===== src/rtl/sfe_pkg.sv =====
package sfe_pkg;

    typedef enum logic [2:0] {
        FS_IDLE,
        FS_OPC,
        FS_ADDR,
        FS_DATA,
        FS_SKIP
    } frame_st_e;

    typedef struct packed {
        logic known;
        logic addr;
        logic rx;
        logic tx;
    } op_class_t;

    localparam logic [7:0] OP_WR_STATUS = 8'h01;
    localparam logic [7:0] OP_PROGRAM   = 8'h02;
    localparam logic [7:0] OP_READ      = 8'h03;
    localparam logic [7:0] OP_WR_DIS    = 8'h04;
    localparam logic [7:0] OP_RD_STATUS = 8'h05;
    localparam logic [7:0] OP_WR_EN     = 8'h06;
    localparam logic [7:0] OP_ERASE_S   = 8'h20;
    localparam logic [7:0] OP_PROT      = 8'h36;
    localparam logic [7:0] OP_UNPROT    = 8'h39;
    localparam logic [7:0] OP_ERASE_M   = 8'h52;
    localparam logic [7:0] OP_CHIP_A    = 8'h60;
    localparam logic [7:0] OP_IDENT     = 8'h9F;
    localparam logic [7:0] OP_CHIP_B    = 8'hC7;
    localparam logic [7:0] OP_ERASE_L   = 8'hD8;

    function automatic op_class_t classify(input logic [7:0] op);
        op_class_t c;
        c = '0;
        unique case (op)
            OP_WR_STATUS:               c = '{known: 1'b1, addr: 1'b0, rx: 1'b1, tx: 1'b0};
            OP_PROGRAM:                 c = '{known: 1'b1, addr: 1'b1, rx: 1'b1, tx: 1'b0};
            OP_READ:                    c = '{known: 1'b1, addr: 1'b1, rx: 1'b0, tx: 1'b1};
            OP_RD_STATUS, OP_IDENT:     c = '{known: 1'b1, addr: 1'b0, rx: 1'b0, tx: 1'b1};
            OP_WR_DIS, OP_WR_EN,
            OP_CHIP_A, OP_CHIP_B:       c = '{known: 1'b1, addr: 1'b0, rx: 1'b0, tx: 1'b0};
            OP_ERASE_S, OP_ERASE_M,
            OP_ERASE_L, OP_PROT,
            OP_UNPROT:                  c = '{known: 1'b1, addr: 1'b1, rx: 1'b0, tx: 1'b0};
            default:                    c = '0;
        endcase
        return c;
    endfunction

endpackage


===== src/rtl/sfe_sync.sv =====
module sfe_sync #(
    parameter int             W       = 1,
    parameter int             STAGES  = 2,
    parameter logic [W-1:0]   RST_VAL = '0
) (
    input  logic         clk,
    input  logic         rst_n,
    input  logic [W-1:0] d,
    output logic [W-1:0] q
);

    logic [W-1:0] stg_d [STAGES];
    logic [W-1:0] stg_q [STAGES];

    always_comb begin
        stg_d[0] = d;
        for (int i = 1; i < STAGES; i++) begin
            stg_d[i] = stg_q[i-1];
        end
    end

    generate
        for (genvar g = 0; g < STAGES; g++) begin : g_stage
            always_ff @(posedge clk or negedge rst_n) begin
                if (!rst_n) stg_q[g] <= RST_VAL;
                else        stg_q[g] <= stg_d[g];
            end
        end
    endgenerate

    assign q = stg_q[STAGES-1];

endmodule


===== src/rtl/sfe_frame.sv =====
module sfe_frame
    import sfe_pkg::*;
#(
    parameter int ADDR_W     = 19,
    parameter int ADDR_BYTES = 3,
    parameter int BYTE_W     = 8
) (
    input  logic              clk,
    input  logic              rst_n,
    input  logic              sel,
    input  logic              cs_fall,
    input  logic              rise_evt,
    input  logic              si_bit,
    output logic              cmd_valid,
    output logic [BYTE_W-1:0] cmd_op,
    output logic [ADDR_W-1:0] cmd_addr,
    output logic              cmd_has_addr,
    output logic              rx_strobe,
    output logic [BYTE_W-1:0] rx_byte,
    output logic              tx_req,
    output logic              tx_phase,
    output logic              frame_idle
);

    localparam int HDR_BITS = ADDR_BYTES * BYTE_W;
    localparam int CNT_W    = $clog2(HDR_BITS);
    localparam logic [CNT_W-1:0] LAST_BYTE_BIT = CNT_W'(BYTE_W - 1);
    localparam logic [CNT_W-1:0] LAST_ADDR_BIT = CNT_W'(HDR_BITS - 1);

    typedef struct packed {
        frame_st_e           st;
        logic [CNT_W-1:0]    cnt;
        logic [HDR_BITS-1:0] sh;
        op_class_t           cls;
        logic [BYTE_W-1:0]   op;
        logic [ADDR_W-1:0]   addr;
        logic                has_addr;
        logic                vld;
        logic                rxs;
        logic [BYTE_W-1:0]   rxb;
        logic                txr;
    } fr_t;

    fr_t fr_d, fr_q;
    logic [HDR_BITS-1:0] shifted;
    op_class_t           cls_new;

    always_comb begin
        shifted = {fr_q.sh[HDR_BITS-2:0], si_bit};
        cls_new = classify(shifted[BYTE_W-1:0]);
        fr_d     = fr_q;
        fr_d.vld = 1'b0;
        fr_d.rxs = 1'b0;
        fr_d.txr = 1'b0;

        if (cs_fall) begin
            fr_d.st  = FS_OPC;
            fr_d.cnt = '0;
            fr_d.sh  = '0;
        end else if (!sel) begin
            fr_d.st  = FS_IDLE;
            fr_d.cnt = '0;
        end else if (rise_evt) begin
            unique case (fr_q.st)
                FS_OPC: begin
                    fr_d.sh = shifted;
                    if (fr_q.cnt == LAST_BYTE_BIT) begin
                        fr_d.cnt = '0;
                        fr_d.cls = cls_new;
                        fr_d.op  = shifted[BYTE_W-1:0];
                        if (!cls_new.known) begin
                            fr_d.st = FS_SKIP;
                        end else if (cls_new.addr) begin
                            fr_d.st = FS_ADDR;
                        end else begin
                            fr_d.st       = FS_DATA;
                            fr_d.vld      = 1'b1;
                            fr_d.addr     = '0;
                            fr_d.has_addr = 1'b0;
                            fr_d.txr      = cls_new.tx;
                        end
                    end else begin
                        fr_d.cnt = fr_q.cnt + 1'b1;
                    end
                end
                FS_ADDR: begin
                    fr_d.sh = shifted;
                    if (fr_q.cnt == LAST_ADDR_BIT) begin
                        fr_d.cnt      = '0;
                        fr_d.st       = FS_DATA;
                        fr_d.vld      = 1'b1;
                        fr_d.addr     = shifted[ADDR_W-1:0];
                        fr_d.has_addr = 1'b1;
                        fr_d.txr      = fr_q.cls.tx;
                    end else begin
                        fr_d.cnt = fr_q.cnt + 1'b1;
                    end
                end
                FS_DATA: begin
                    fr_d.sh = shifted;
                    if (fr_q.cnt == LAST_BYTE_BIT) begin
                        fr_d.cnt = '0;
                        fr_d.rxs = fr_q.cls.rx;
                        fr_d.rxb = shifted[BYTE_W-1:0];
                        fr_d.txr = fr_q.cls.tx;
                    end else begin
                        fr_d.cnt = fr_q.cnt + 1'b1;
                    end
                end
                default: ;
            endcase
        end
    end

    always_ff @(posedge clk or negedge rst_n) begin
        if (!rst_n) begin
            fr_q    <= '0;
            fr_q.st <= FS_IDLE;
        end else begin
            fr_q <= fr_d;
        end
    end

    assign cmd_valid    = fr_q.vld;
    assign cmd_op       = fr_q.op;
    assign cmd_addr     = fr_q.addr;
    assign cmd_has_addr = fr_q.has_addr;
    assign rx_strobe    = fr_q.rxs;
    assign rx_byte      = fr_q.rxb;
    assign tx_req       = fr_q.txr;
    assign tx_phase     = (fr_q.st == FS_DATA) && fr_q.cls.tx;
    assign frame_idle   = (fr_q.st == FS_IDLE);

endmodule


===== src/rtl/sfe_tx.sv =====
module sfe_tx #(
    parameter int BYTE_W = 8
) (
    input  logic              clk,
    input  logic              rst_n,
    input  logic              sel,
    input  logic              hold_act,
    input  logic              tx_phase,
    input  logic              tx_req,
    input  logic [BYTE_W-1:0] tx_byte,
    input  logic              fall_evt,
    output logic              so_out,
    output logic              so_oe
);

    typedef struct packed {
        logic [BYTE_W-1:0] sh;
        logic              so;
        logic              oe;
    } tx_t;

    tx_t tx_d, tx_q;

    always_comb begin
        tx_d    = tx_q;
        tx_d.oe = sel && !hold_act && tx_phase;
        if (tx_req) begin
            tx_d.sh = tx_byte;
        end else if (fall_evt && tx_phase) begin
            tx_d.so = tx_q.sh[BYTE_W-1];
            tx_d.sh = {tx_q.sh[BYTE_W-2:0], 1'b0};
        end
    end

    always_ff @(posedge clk or negedge rst_n) begin
        if (!rst_n) tx_q <= '0;
        else        tx_q <= tx_d;
    end

    assign so_out = tx_q.so;
    assign so_oe  = tx_q.oe;

endmodule


===== src/rtl/spi_cmd_frontend.sv =====
module spi_cmd_frontend #(
    parameter int ADDR_W     = 19,
    parameter int ADDR_BYTES = 3,
    parameter int BYTE_W     = 8,
    parameter int SYNC_STG   = 2
) (
    input  logic              clk,
    input  logic              rst_n,
    input  logic              cs_n_pin,
    input  logic              sck_pin,
    input  logic              si_pin,
    input  logic              hold_n_pin,
    output logic              so_out,
    output logic              so_oe,
    output logic              cmd_valid,
    output logic [BYTE_W-1:0] cmd_op,
    output logic [ADDR_W-1:0] cmd_addr,
    output logic              cmd_has_addr,
    output logic              rx_strobe,
    output logic [BYTE_W-1:0] rx_byte,
    output logic              tx_req,
    input  logic [BYTE_W-1:0] tx_byte,
    input  logic              be_busy,
    output logic              standby_ready
);

    localparam int          PIN_N   = 4;
    localparam logic [PIN_N-1:0] PIN_RST = 4'b1001;

    logic [PIN_N-1:0] pins_s;
    logic cs_n_s, sck_s, si_s, hold_n_s;

    sfe_sync #(.W(PIN_N), .STAGES(SYNC_STG), .RST_VAL(PIN_RST)) u_sync (
        .clk   (clk),
        .rst_n (rst_n),
        .d     ({cs_n_pin, sck_pin, si_pin, hold_n_pin}),
        .q     (pins_s)
    );

    assign {cs_n_s, sck_s, si_s, hold_n_s} = pins_s;

    typedef struct packed {
        logic sck_prev;
        logic sel_prev;
        logic hold;
        logic stby;
    } top_t;

    top_t tp_d, tp_q;
    logic sel, hold_act, cs_fall, rise_evt, fall_evt;
    logic tx_phase, frame_idle;

    assign sel      = !cs_n_s;
    assign hold_act = tp_q.hold;
    assign cs_fall  = sel && !tp_q.sel_prev;
    assign rise_evt = sel && !hold_act && sck_s && !tp_q.sck_prev;
    assign fall_evt = sel && !hold_act && !sck_s && tp_q.sck_prev;

    always_comb begin
        tp_d          = tp_q;
        tp_d.sck_prev = sck_s;
        tp_d.sel_prev = sel;
        if (!sel) begin
            tp_d.hold = 1'b0;
        end else if (tp_q.hold) begin
            tp_d.hold = !hold_n_s;
        end else begin
            tp_d.hold = !hold_n_s && !sck_s;
        end
        tp_d.stby = !sel && frame_idle && !be_busy;
    end

    always_ff @(posedge clk or negedge rst_n) begin
        if (!rst_n) tp_q <= '0;
        else        tp_q <= tp_d;
    end

    assign standby_ready = tp_q.stby;

    sfe_frame #(.ADDR_W(ADDR_W), .ADDR_BYTES(ADDR_BYTES), .BYTE_W(BYTE_W)) u_frame (
        .clk          (clk),
        .rst_n        (rst_n),
        .sel          (sel),
        .cs_fall      (cs_fall),
        .rise_evt     (rise_evt),
        .si_bit       (si_s),
        .cmd_valid    (cmd_valid),
        .cmd_op       (cmd_op),
        .cmd_addr     (cmd_addr),
        .cmd_has_addr (cmd_has_addr),
        .rx_strobe    (rx_strobe),
        .rx_byte      (rx_byte),
        .tx_req       (tx_req),
        .tx_phase     (tx_phase),
        .frame_idle   (frame_idle)
    );

    sfe_tx #(.BYTE_W(BYTE_W)) u_tx (
        .clk      (clk),
        .rst_n    (rst_n),
        .sel      (sel),
        .hold_act (hold_act),
        .tx_phase (tx_phase),
        .tx_req   (tx_req),
        .tx_byte  (tx_byte),
        .fall_evt (fall_evt),
        .so_out   (so_out),
        .so_oe    (so_oe)
    );

endmodule


===== config.mk =====
export PLATFORM = sky130hd
export DESIGN_NAME = spi_cmd_frontend
export DESIGN_NICKNAME = d
export VERILOG_FILES = /design/src/rtl/sfe_pkg.sv /design/src/rtl/sfe_sync.sv /design/src/rtl/sfe_frame.sv /design/src/rtl/sfe_tx.sv /design/src/rtl/spi_cmd_frontend.sv
export SDC_FILE = /design/constraint.sdc
export NUM_CORES = 1
export LEC_CHECK = 0
export BUFFER_PORTS_ARGS = -buffer_cell sky130_fd_sc_hd__buf_2
export CORE_MARGIN = 5
export CORE_UTILIZATION = 45
export DETAILED_ROUTE_END_ITERATION = 7
export GPL_TIMING_DRIVEN = 1
export PLACE_DENSITY = 0.65
export SETUP_SLACK_MARGIN = 0.15
export SYNTH_ARGS = -nofsm -noshare
export SYNTH_HDL_FRONTEND = slang
export SYNTH_SLANG_ARGS = --single-unit

===== constraint.sdc =====
create_clock -name clk -period 3.9 [get_ports clk]
set_input_delay 0 -clock clk [delete_from_list [all_inputs] [get_ports clk]]
set_output_delay 0 -clock clk [all_outputs]
set_load 0.02 [all_outputs]

# ---- After elaboration in Yosys (flattened, before gate mapping)
# Cells that the tools add are included.
dict set report word_totals {
  output_inout_bits 42
  regBits 96
  inputBits 15
  word_cells 122
}
dict set report op_classes {
  reduce_logical 38
  n_addsub 1
  mux 31
  bitwise 3
  n_eq_ne 26
}
# cell n
set op_table {}
lappend op_table {{$mux W75} 1}
lappend op_table {{$mux W67} 1}
lappend op_table {{$mux W21} 3}
lappend op_table {{$pmux W29 S2} 1}
lappend op_table {{$pmux W21 S2} 1}
lappend op_table {{$mux W33} 1}
lappend op_table {{$mux W32} 1}
lappend op_table {{$eq A8 B3 Y1 const B} 3}
lappend op_table {{$eq A8 B6 Y1 const B} 3}
lappend op_table {{$eq A8 B8 Y1 const B} 3}
lappend op_table {{$pmux W4 S6} 1}
lappend op_table {{$mux W9} 2}
lappend op_table {{$eq A8 B2 Y1 const B} 2}
lappend op_table {{$eq A8 B7 Y1 const B} 2}
lappend op_table {{$mux W8} 2}
lappend op_table {{$logic_and A1 B1 Y1} 12}
lappend op_table {{$mux W12} 1}
lappend op_table {{$mux W11} 1}
lappend op_table {{$mux W10} 1}
lappend op_table {{$mux W5} 2}
lappend op_table {{$reduce_and A5 Y1} 2}
lappend op_table {{$mux W3} 3}
lappend op_table {{$eq A8 B1 Y1 const B} 1}
lappend op_table {{$ne A4 B3 Y1 const B} 2}
lappend op_table {{23 further kinds} 47}

# ---- Longest topological paths before layout
# Gate-level depths: netlist of run 1.
dict set report logic_depth {
  depth_word 10
  ltp_mapped 7
  ltp_nobuf 6
}

# ---- Hierarchy
# A second synthesis of run 1 with hierarchy kept.
dict set report hier_totals {
  cells_unflattened 395
  hier_area_um2 4511.8
}
# module cells_each area_per_inst_um2 seq_area_each_um2 instances
set modules_own_cells {}
lappend modules_own_cells {sfe_frame 325 3629.7 1676.6 1}
lappend modules_own_cells {sfe_tx 50 533.0 250.2 1}
lappend modules_own_cells {sfe_sync 8 205.2 205.2 1}
lappend modules_own_cells {spi_cmd_frontend 12 143.9 100.1 1}

# ---- Worst setup path after synthesis of run 1
# No wires, ideal clock.
dict set report synth_path {
  path_type {reg-to-reg}
  startpoint {register u_frame.fr_q[45] (netlist name)}
  endpoint {register u_frame.fr_q (netlist bit u_frame.cmd_addr[0])}
  setup_time_ns 0.125
  setup_slack_ns 2.063
  path_stages_with_launch 7
  n_path_buf 1
  period_less_slack_ns 1.837
  required_time_ns 3.775
  arrival_ns 1.711
  cell_sequence {dfrtp_1 -> or4b_4 -> nor4b_4 -> a2111oi_1 -> a22oi_4 -> buf_6 -> o21ai_2}
}
dict set report synth_between {
  elab_chain_len 5
  elab_cells_between_ends 21
  classes_between {eq/ne: 16; mux: 1; reduce/logical: 4}
}
# item line_no
set synth_rtl {}
lappend synth_rtl {{start: declaration} sfe_frame.sv:44} ;# fr_t fr_d, fr_q;
lappend synth_rtl {{start signal: assignment} sfe_frame.sv:120} ;# fr_q <= fr_d;
lappend synth_rtl {{$eq A8 B6 Y1, or another cell as far along} sfe_pkg.sv:36} ;# unique case (op)
lappend synth_rtl {{$reduce_or A5 Y1, or another cell as far along} sfe_pkg.sv:36}
lappend synth_rtl {{$pmux W4 S6 (*)} sfe_pkg.sv:36}
lappend synth_rtl {{$ne A2 B1 Y1 (no source line) or $ne A2 B2 Y1 (tied branches)} n/a}
lappend synth_rtl {{$reduce_and A8 Y1 (no source line) (*)} n/a}
# Mark *: on every way between the ends. The rest lies on a longest branch, timed or not.
# A chain may end at the register's enable or synchronous reset.

# ---- Worst setup path after layout of run 1
dict set report layout_path {
  startpoint {register tp_q (netlist bit hold_act)}
  endpoint {register u_frame.fr_q (netlist bit u_frame.cmd_addr[2])}
}
dict set report layout_between {
  elab_chain_len 5
}
# item line_no
set layout_rtl {}
lappend layout_rtl {{start: declaration} spi_cmd_frontend.sv:49} ;# top_t tp_d, tp_q;
lappend layout_rtl {{start signal: assignment} spi_cmd_frontend.sv:75} ;# else tp_q <= tp_d;
lappend layout_rtl {{$logic_not A1 Y1} spi_cmd_frontend.sv:56} ;# assign rise_evt = sel && !hold_act && sck_s && !tp_q.sck_prev;
lappend layout_rtl {{$logic_and A1 B1 Y1 (3 in a row)} spi_cmd_frontend.sv:56}
lappend layout_rtl {{$reduce_and A8 Y1 (no source line)} n/a}
# No other way between the ends.

==> results of run 1 <==
where the power goes:
group | total (mW) | switching [mW] | internal, mW
clock | 0.565 | 0.316 | 0.250
combinational | 0.0834 | 0.0547 | 0.0287
sequential | 0.941 | 0.00965 | 0.931
total | 1.59 | 0.380 | 1.21
area by class of cell:
| class | instances | area, um^2 | share of cell area [%] |
|---|---|---|---|
| Multi-Input combinational cell | 236 | 1600 | 34.0 |
| Tap cell | 129 | 161 | 3.43 |
| Timing Repair Buffer | 72 | 438 | 9.30 |
| Sequential cell | 89 | 2230 | 47.4 |
| Inverter | 26 | 97.6 | 2.07 |
| Clock buffer | 10 | 138 | 2.92 |
| Clock inverter | 6 | 43.8 | 0.930 |
logic make-up (layout without fill, tap and decap cells):
kind of cell	after synthesis	after routing	synth area share [%]
buffers and inverters	88	114	11.5
muxes	25	25	6.27
and+or+nand+nor	112	112	13.8
AOI/OAI and AO/OA	95	95	16.0
xor gates and xnor gates	3	3	0.607
adders and majority gates	1	1	0.289
DFF	89	89	51.6
flip-flops by register name (all words and copies together) (netlist names):
signal,count
u_frame.tx_req,1
u_tx.so_oe,1
u_tx.tx_q,8
standby_ready,1
u_frame.cmd_valid,1
u_frame.cmd_addr,19
u_tx.so_out,1
u_frame.cmd_has_addr,1
u_sync.q,4
u_frame.rx_strobe,1
u_frame.cmd_op,8
tp_q,2
u_sync.stg_d,4
u_frame.fr_q,28
u_frame.rx_byte,8
hold_act,1
synth_stat cells (all sizes together) (3+ instances only):
master  number  area (um^2)
dfrtp       85         2130
nand2       58          218
buf         53          365
o21ai       53          340
inv         25         93.8
a22oi       20          164
mux2        17          191
nor2        13         48.8
clkbuf       9         33.8
mux2i        8         80.1
nor4b        6         73.8
nand4        5         31.3
dfstp        4          105
nand3        4         25.0
nand3b       4         30.0
a21oi        3         18.8
nor3         3         15.0
nor4         3         25.0
o21bai       3         22.5
xor2         3         26.3
critical path: stages (launching register included):
cell and delay, ps:
dfrtp_1 430, nor4b_2 360, and2_1 560, and4_1 860, a22oi_1 230, o21ai_2 100
through the flow:
stage / worst slack (ps) / util (%) / instance area [um^2]
global placement: 1290 / 47.0 / 4390
global route: 1070 / 50.5 / 4710
detailed placement: 1290 / 47.0 / 4390
floorplan: 2060 / - / 4330
finish: 1280 / 50.5 / 4710
CTS: 1260 / 50.5 / 4710
worst paths after layout:
check,from,to,slack [ps],cells past startpoint
setup / recovery,hold_act$_DFF_PN0_,u_frame.cmd_addr[2]$_DFFE_PN0P_,1280,5
hold / removal,rst_n,u_frame.cmd_op[1]$_DFFE_PN0P_,140,2
setup reg to reg,hold_act$_DFF_PN0_,u_frame.cmd_addr[2]$_DFFE_PN0P_,1280,5
hold reg to reg,u_sync.stg_d[2]$_DFF_PN0_,u_sync.q[2]$_DFF_PN0_,350,0
max in group asynchronous,rst_n,u_frame.fr_q[52]$_DFFE_PN0P_,2770,3
min in group clk,sck_pin,u_sync.stg_d[2]$_DFF_PN0_,280,2
metal layers:
layer  vias to the layer above  routed length [um]  track usage, %
li1                       1431                   -               -
met1                      1356                3830            19.7
met2                        60                3670            23.7
met3                        15                 324            3.76
met4                         0                 148            5.68
met5                         -                   0               0
==> metrics.cfg, run 1 <==
[floorplanning]
dieArea_mm2=0.0117
row_count=35
ioPinCount=57
chipHeight_um=108
core_mm2=0.00933
initial_core_util_pct=46.4
dieWidth_um=108

[global_route]
grtUsageTotal_pct=14.9
grt_max_degree=52
gr-total-overflow=0
grt_first_pass_wirelength_um=13900
grt_pass1_vias=2896
antenna_found_initial=0

[sta]
worst_pin_slew_ps=1150
skew_ps=6.05
fin_crit_sh_pct=67.2
tns_ps=0
slew-limit-headroom_pct=23.2
finalHoldViolations=0
final-setup-viol-count=0
report.final.slew_viol_count=0
rsz0062_at_grt=no
layout_min_cycle_time_ps=2620
hold_slack_ps=136
fmax_mhz=382

[critical_path]
path_max_fanout=22
startpoint_type=flop
worstSetupPathType=reg -> reg
critPathArrivalTime_ps=2890
setup.worst_path.end_class=flop
required_ps=4180

[clock_tree]
clock_latency_ps=350
cts_resized=0
cts_setup_buffers=0
clk_path_buf_depth=2
cts_root_buffer=clkbuf_8
clkTransAtPathRegs_ps=90
htree_levels=3
cts_buffers=9
cts.sinks=89
cts_tree=built
holdBufCountCts=14

[drt]
ant_nets=0
first_iter_violations=130
wl_per_cell_um=14.0
routed_wirelength_um=7970
vias_per_cell=5.04
drtPass1Iterations=4
vias=2862
drc=0

[place]
dp_cells=538
hpwl_um=5360
finalWeightedCongestion=0.762
portBuffers=56

[power]
vdd_ir_drop_max_mv=0.196
p_per_area_mw_per_mm2=338
leakage_nw=2.17
fin_total_pwr_mw=1.59

[hold_path]
hp-class=in -> async

[cells_and_area]
final_cell_mix=85 x dfrtp_1, 58 x nand2_1, 55 x buf_2, 25 x inv_1, 20 x o21ai_2
layout-drive-gt1-share_pct=26.4
stdcell_count=568
antenna_cells=0
fill_cells=862
area_growth_syn_to_layout_pct=8.82
fin_nets=450
final_common_cell=dfrtp_1

[logic_synthesis]
ys_warn_count=0
synth-edff-count=0
postSynthAreaPerCell_um2=10.5
dominantRegCellSynth=dfrtp_1
ys_ff_latch=89
synthArstFlopShare_pct=100
synth_nets=429
syn_area_mm2=0.00433
seq_area_frac_synth_pct=51.6
syn_inst=413
ys_types=61

[outcome]
outcome=finished, final reports clean

[run]
drv_cap=0

Power figures use the tool's default switching activity.
==> run 2: changes to the inputs <==
--- a/config.mk
+++ b/config.mk
@@ -5,12 +5,13 @@
 export SDC_FILE = /design/constraint.sdc
 export NUM_CORES = 1
 export LEC_CHECK = 0
+export ABC_AREA = 1
 export BUFFER_PORTS_ARGS = -buffer_cell sky130_fd_sc_hd__buf_2
 export CORE_MARGIN = 5
 export CORE_UTILIZATION = 45
 export DETAILED_ROUTE_END_ITERATION = 7
 export GPL_TIMING_DRIVEN = 1
-export PLACE_DENSITY = 0.65
+export PLACE_DENSITY = 0.67
 export SETUP_SLACK_MARGIN = 0.15
 export SYNTH_ARGS = -nofsm -noshare
 export SYNTH_HDL_FRONTEND = slang
==> constraint.sdc (replaced) <==
create_clock -name clk -period 2.2 [get_ports clk]
set_input_delay 0 -clock clk [delete_from_list [all_inputs] [get_ports clk]]
set_output_delay 0 -clock clk [all_outputs]
set_load 0.02 [all_outputs]
==> run 2 against run 1 <==
- count of clock-buffer cells in the layout increased by 3
- die area decreased by 1.7%
- utilization is 0.72 points higher
- final cell count grew 15%
- combinational power increased by 110%
- synthesized cell count rose by 17%
- critical path type unchanged
- maximum frequency grew 39%
- critical path depth up 7
- total power rose by 83%
- largest power group unchanged
- clock skew grew 7.0 ps
==> metrics.cfg, run 2 <==
[logic_synthesis]
ys_ff_latch=89  ; unchanged
synthArstFlopShare_pct=100  ; unchanged
synth.largest_area_cell=dfrtp_1
syn_inst=482  ; +17%
dominantRegCellSynth=dfrtp_1
ys_types=35  ; -43%
syn_area_mm2=0.00425  ; -1.9%
synthMostInstantiatedCell=nand2_1
synth.top_cell.area_share_pct=50.1  ; +0.94 points
ys_top_cells_by_area=dfrtp_1 50%, nand2_1 11%, buf_4 6.9%
postSynthAreaPerCell_um2=8.81  ; -16%
synth_common_cells=121 x nand2_1, 85 x dfrtp_1, 44 x o21ai_0, 39 x buf_4, 35 x nand3_1
seq_area_frac_synth_pct=52.6  ; +0.99 points
ys_warn_count=0  ; unchanged
synth-edff-count=0  ; unchanged
synth_nets=498  ; +16%

[place]
finalWeightedCongestion=0.921  ; +21%
hpwl_um=6090  ; +14%
dp_cells=622  ; +16%
post-place-ws_ps=208  ; -1080 ps
portBuffers=56  ; unchanged

[drt]
ant_nets=0  ; unchanged
vias=3208  ; +12%
drtPass1Iterations=4  ; unchanged
wl_per_cell_um=13.1  ; -6.7%
routed_wirelength_um=8530  ; +7.1%
vias_per_cell=4.92  ; -2.4%
drc=0  ; unchanged
first_iter_violations=156  ; +20%

[cells_and_area]
antenna_cells=0  ; unchanged
regMostFlops=u_frame.fr_q
stdcell_count=652  ; +15%
area_growth_syn_to_layout_pct=11.4
fill_cells=871  ; +1.0%
layout-drive-gt1-share_pct=25.2  ; -1.2 points
final_common_cell=nand2_1
largest_register_ffs=28  ; unchanged
final_cell_mix=121 x nand2_1, 85 x dfrtp_1, 55 x buf_2, 44 x o21ai_0, 35 x nand3_1
fin_nets=534  ; +19%

[sta]
slew-limit-headroom_pct=58.3  ; +35 points
fmax_mhz=532  ; +39%
report.final.slew_viol_count=0  ; unchanged
finalHoldViolations=0  ; unchanged
rsz0062_at_grt=yes
skew_ps=13.1  ; +7.01 ps
tns_ps=0  ; unchanged
fin_crit_sh_pct=85.5  ; +18 points
layout_min_cycle_time_ps=1880  ; -738 ps
worst_pin_slew_ps=626  ; -527 ps
final-setup-viol-count=0  ; unchanged
hold_slack_ps=201  ; +64.5 ps
setup_ws_ps=319  ; -962 ps

[critical_path]
startpoint_type=flop
r2r_slack_ps=320  ; -960 ps
r2r_cells=12  ; +7
critPathBufInv=3  ; +3
cp_top_family=simple AND/OR/NAND/NOR gates
slowest_delay_ps=390  ; -470 ps
critPathArrivalTime_ps=2180  ; -710 ps
reg2reg_to=u_frame.cmd_addr[3]$_DFFE_PN0P_
cp_common_cell=nand2_1
required_ps=2500  ; -1680 ps
setup.worst_path.end_class=flop
path_max_fanout=21  ; -4.5%
crit_chain=ha_1, nand2_1, nor2_1, nand2_1, nor2_2, inv_1, o21ai_2, nand2_2, clkinv_2, buf_8, nand4_1, nand2_1
worst_path_max_delay_cell=dfrtp_1
r2r-start=u_frame.fr_q[67]$_DFFE_PN0P_
worstSetupPathType=reg -> reg

[floorplanning]
dieArea_mm2=0.0115  ; -1.7%
row_count=35  ; unchanged
chipHeight_um=107  ; -0.86%
ioPinCount=57  ; unchanged
initial_core_util_pct=46.0  ; -0.44 points
dieWidth_um=107  ; -0.86%
core_mm2=0.00924  ; -0.94%

[clock_tree]
clk_path_buf_depth=2  ; unchanged
cts_tree=built
clock_latency_ps=360  ; about the same
cts_buffers=9  ; unchanged
clkTransAtPathRegs_ps=90  ; about the same
cts_root_buffer=clkbuf_8
cts_setup_buffers=0  ; unchanged
htree_levels=3  ; unchanged
cts.sinks=89  ; unchanged

[power]
vdd_ir_drop_max_mv=0.363  ; +86%
leakage_nw=2.42  ; +11%
p_per_area_mw_per_mm2=614  ; +82%
fin_total_pwr_mw=2.91  ; +83%

[hold_path]
hp-class=in -> async

[global_route]
grtUsageTotal_pct=16.1  ; +1.2 points
grt_pass1_vias=3214  ; +11%
grt_first_pass_wirelength_um=14900  ; +6.9%
antenna_found_initial=0  ; unchanged
gr-total-overflow=0  ; unchanged
grt_max_degree=50  ; -3.8%

[outcome]
outcome=finished, final reports clean

[run]
drv_cap=0  ; unchanged

==> run 2: cell types whose count changed after synthesis, moves of 11 or more <==
| cell | delta |
|---|---|
| nand3_1 | +32 |
| a22oi_1 | -19 |
| nand2_1 | +63 |
| o21ai_2 | -19 |
| o21ai_1 | -18 |
| buf_2 | -12 |
| o21ai_0 | +29 |
| nand2_2 | +17 |
| nor2_1 | +18 |
| nand4_1 | +17 |
| inv_2 | +11 |
==> run 2: worst max-delay path by stage <==
stage	start	endpoint	slack (ps)	cells past startpoint
2_1_floorplan	u_frame.fr_q[67]$_DFFE_PN0P_	u_frame.cmd_addr[10]$_DFFE_PN0P_	530	13
3_3_place_gp	u_frame.fr_q[49]$_DFFE_PN0P_	u_frame.cmd_addr[3]$_DFFE_PN0P_	230	10
3_5_place_dp	u_frame.fr_q[49]$_DFFE_PN0P_	u_frame.cmd_addr[18]$_DFFE_PN0P_	210	10
4_1_cts	u_frame.fr_q[49]$_DFFE_PN0P_	u_frame.cmd_addr[18]$_DFFE_PN0P_	190	10
5_1_grt	u_frame.fr_q[67]$_DFFE_PN0P_	u_frame.cmd_addr[0]$_DFFE_PN0P_	140	12
6_report	u_frame.fr_q[67]$_DFFE_PN0P_	u_frame.cmd_addr[3]$_DFFE_PN0P_	320	12
==> run 2: area by class of cell <==
| class | count | area (um^2) | share of cell area [%] |
|---|---|---|---|
| clock inverters | 3 | 23.8 | 0.502 |
| flip-flops and latches | 89 | 2230 | 47.2 |
| well taps | 129 | 161 | 3.41 |
| clock buffers | 13 | 169 | 3.57 |
| inverters | 35 | 133 | 2.80 |
| multi-input cells | 305 | 1520 | 32.0 |
| repair buffers | 78 | 498 | 10.5 |
==> run 2: worst register-to-register path, delay by kind of cell, from the launching register on <==
kind	cells	cell delay, ps
adder cells (fa/ha/maj)	1	170
AO/OA/AOI/OAI	1	80
flip-flops	1	390
AND/OR/NAND/NOR	7	810
buffers and inverters	3	370
==> run 2: what timing repair did <==
| item | 4_1_cts | 5_1_grt |
|---|---|---|
| gates resized for setup | 0 | 8 |
| endpoints found under the hold margin | 60 | 0 |
| hold buffers | 14 | 0 |
| endpoints found under the setup margin | 0 | 23 |
==> run 2: through the flow <==
step           area, um^2  util (%)
2_1_floorplan        4250         -
3_3_place_gp         4360      47.2
3_5_place_dp         4360      47.2
4_1_cts              4690      50.8
5_1_grt              4730      51.2
6_report             4730      51.2
==> run 2: layer usage <==
layer  global-route usage (%)  vias to the layer above  wire length [um]
met5                        0                        -                 0
met4                     6.48                        0               104
met3                     3.73                        9               486
met2                     24.6                       87              3790
met1                     22.3                     1505              4160
li1                         -                     1607                 -
==> run 2: kinds of logic (layout without fill, tap and decap cells) <==
kind of cell             count (synthesis)  count (layout)  synth area share, %
AND/OR/NAND/NOR                        245             245                 27.2
flip-flops                              89              89                 52.6
buffers and inverters                   88             129                 12.3
AO/OA/AOI/OAI                           56              56                 6.92
multiplexers                             2               2                0.530
adder cells (fa/ha/maj)                  1               1                0.295
XOR/XNOR                                 1               1                0.206
==> run 2: report_power, final <==
part           switching (mW)  internal (mW)
combinational           0.117         0.0574
sequential             0.0168           1.66
clock                   0.553          0.505
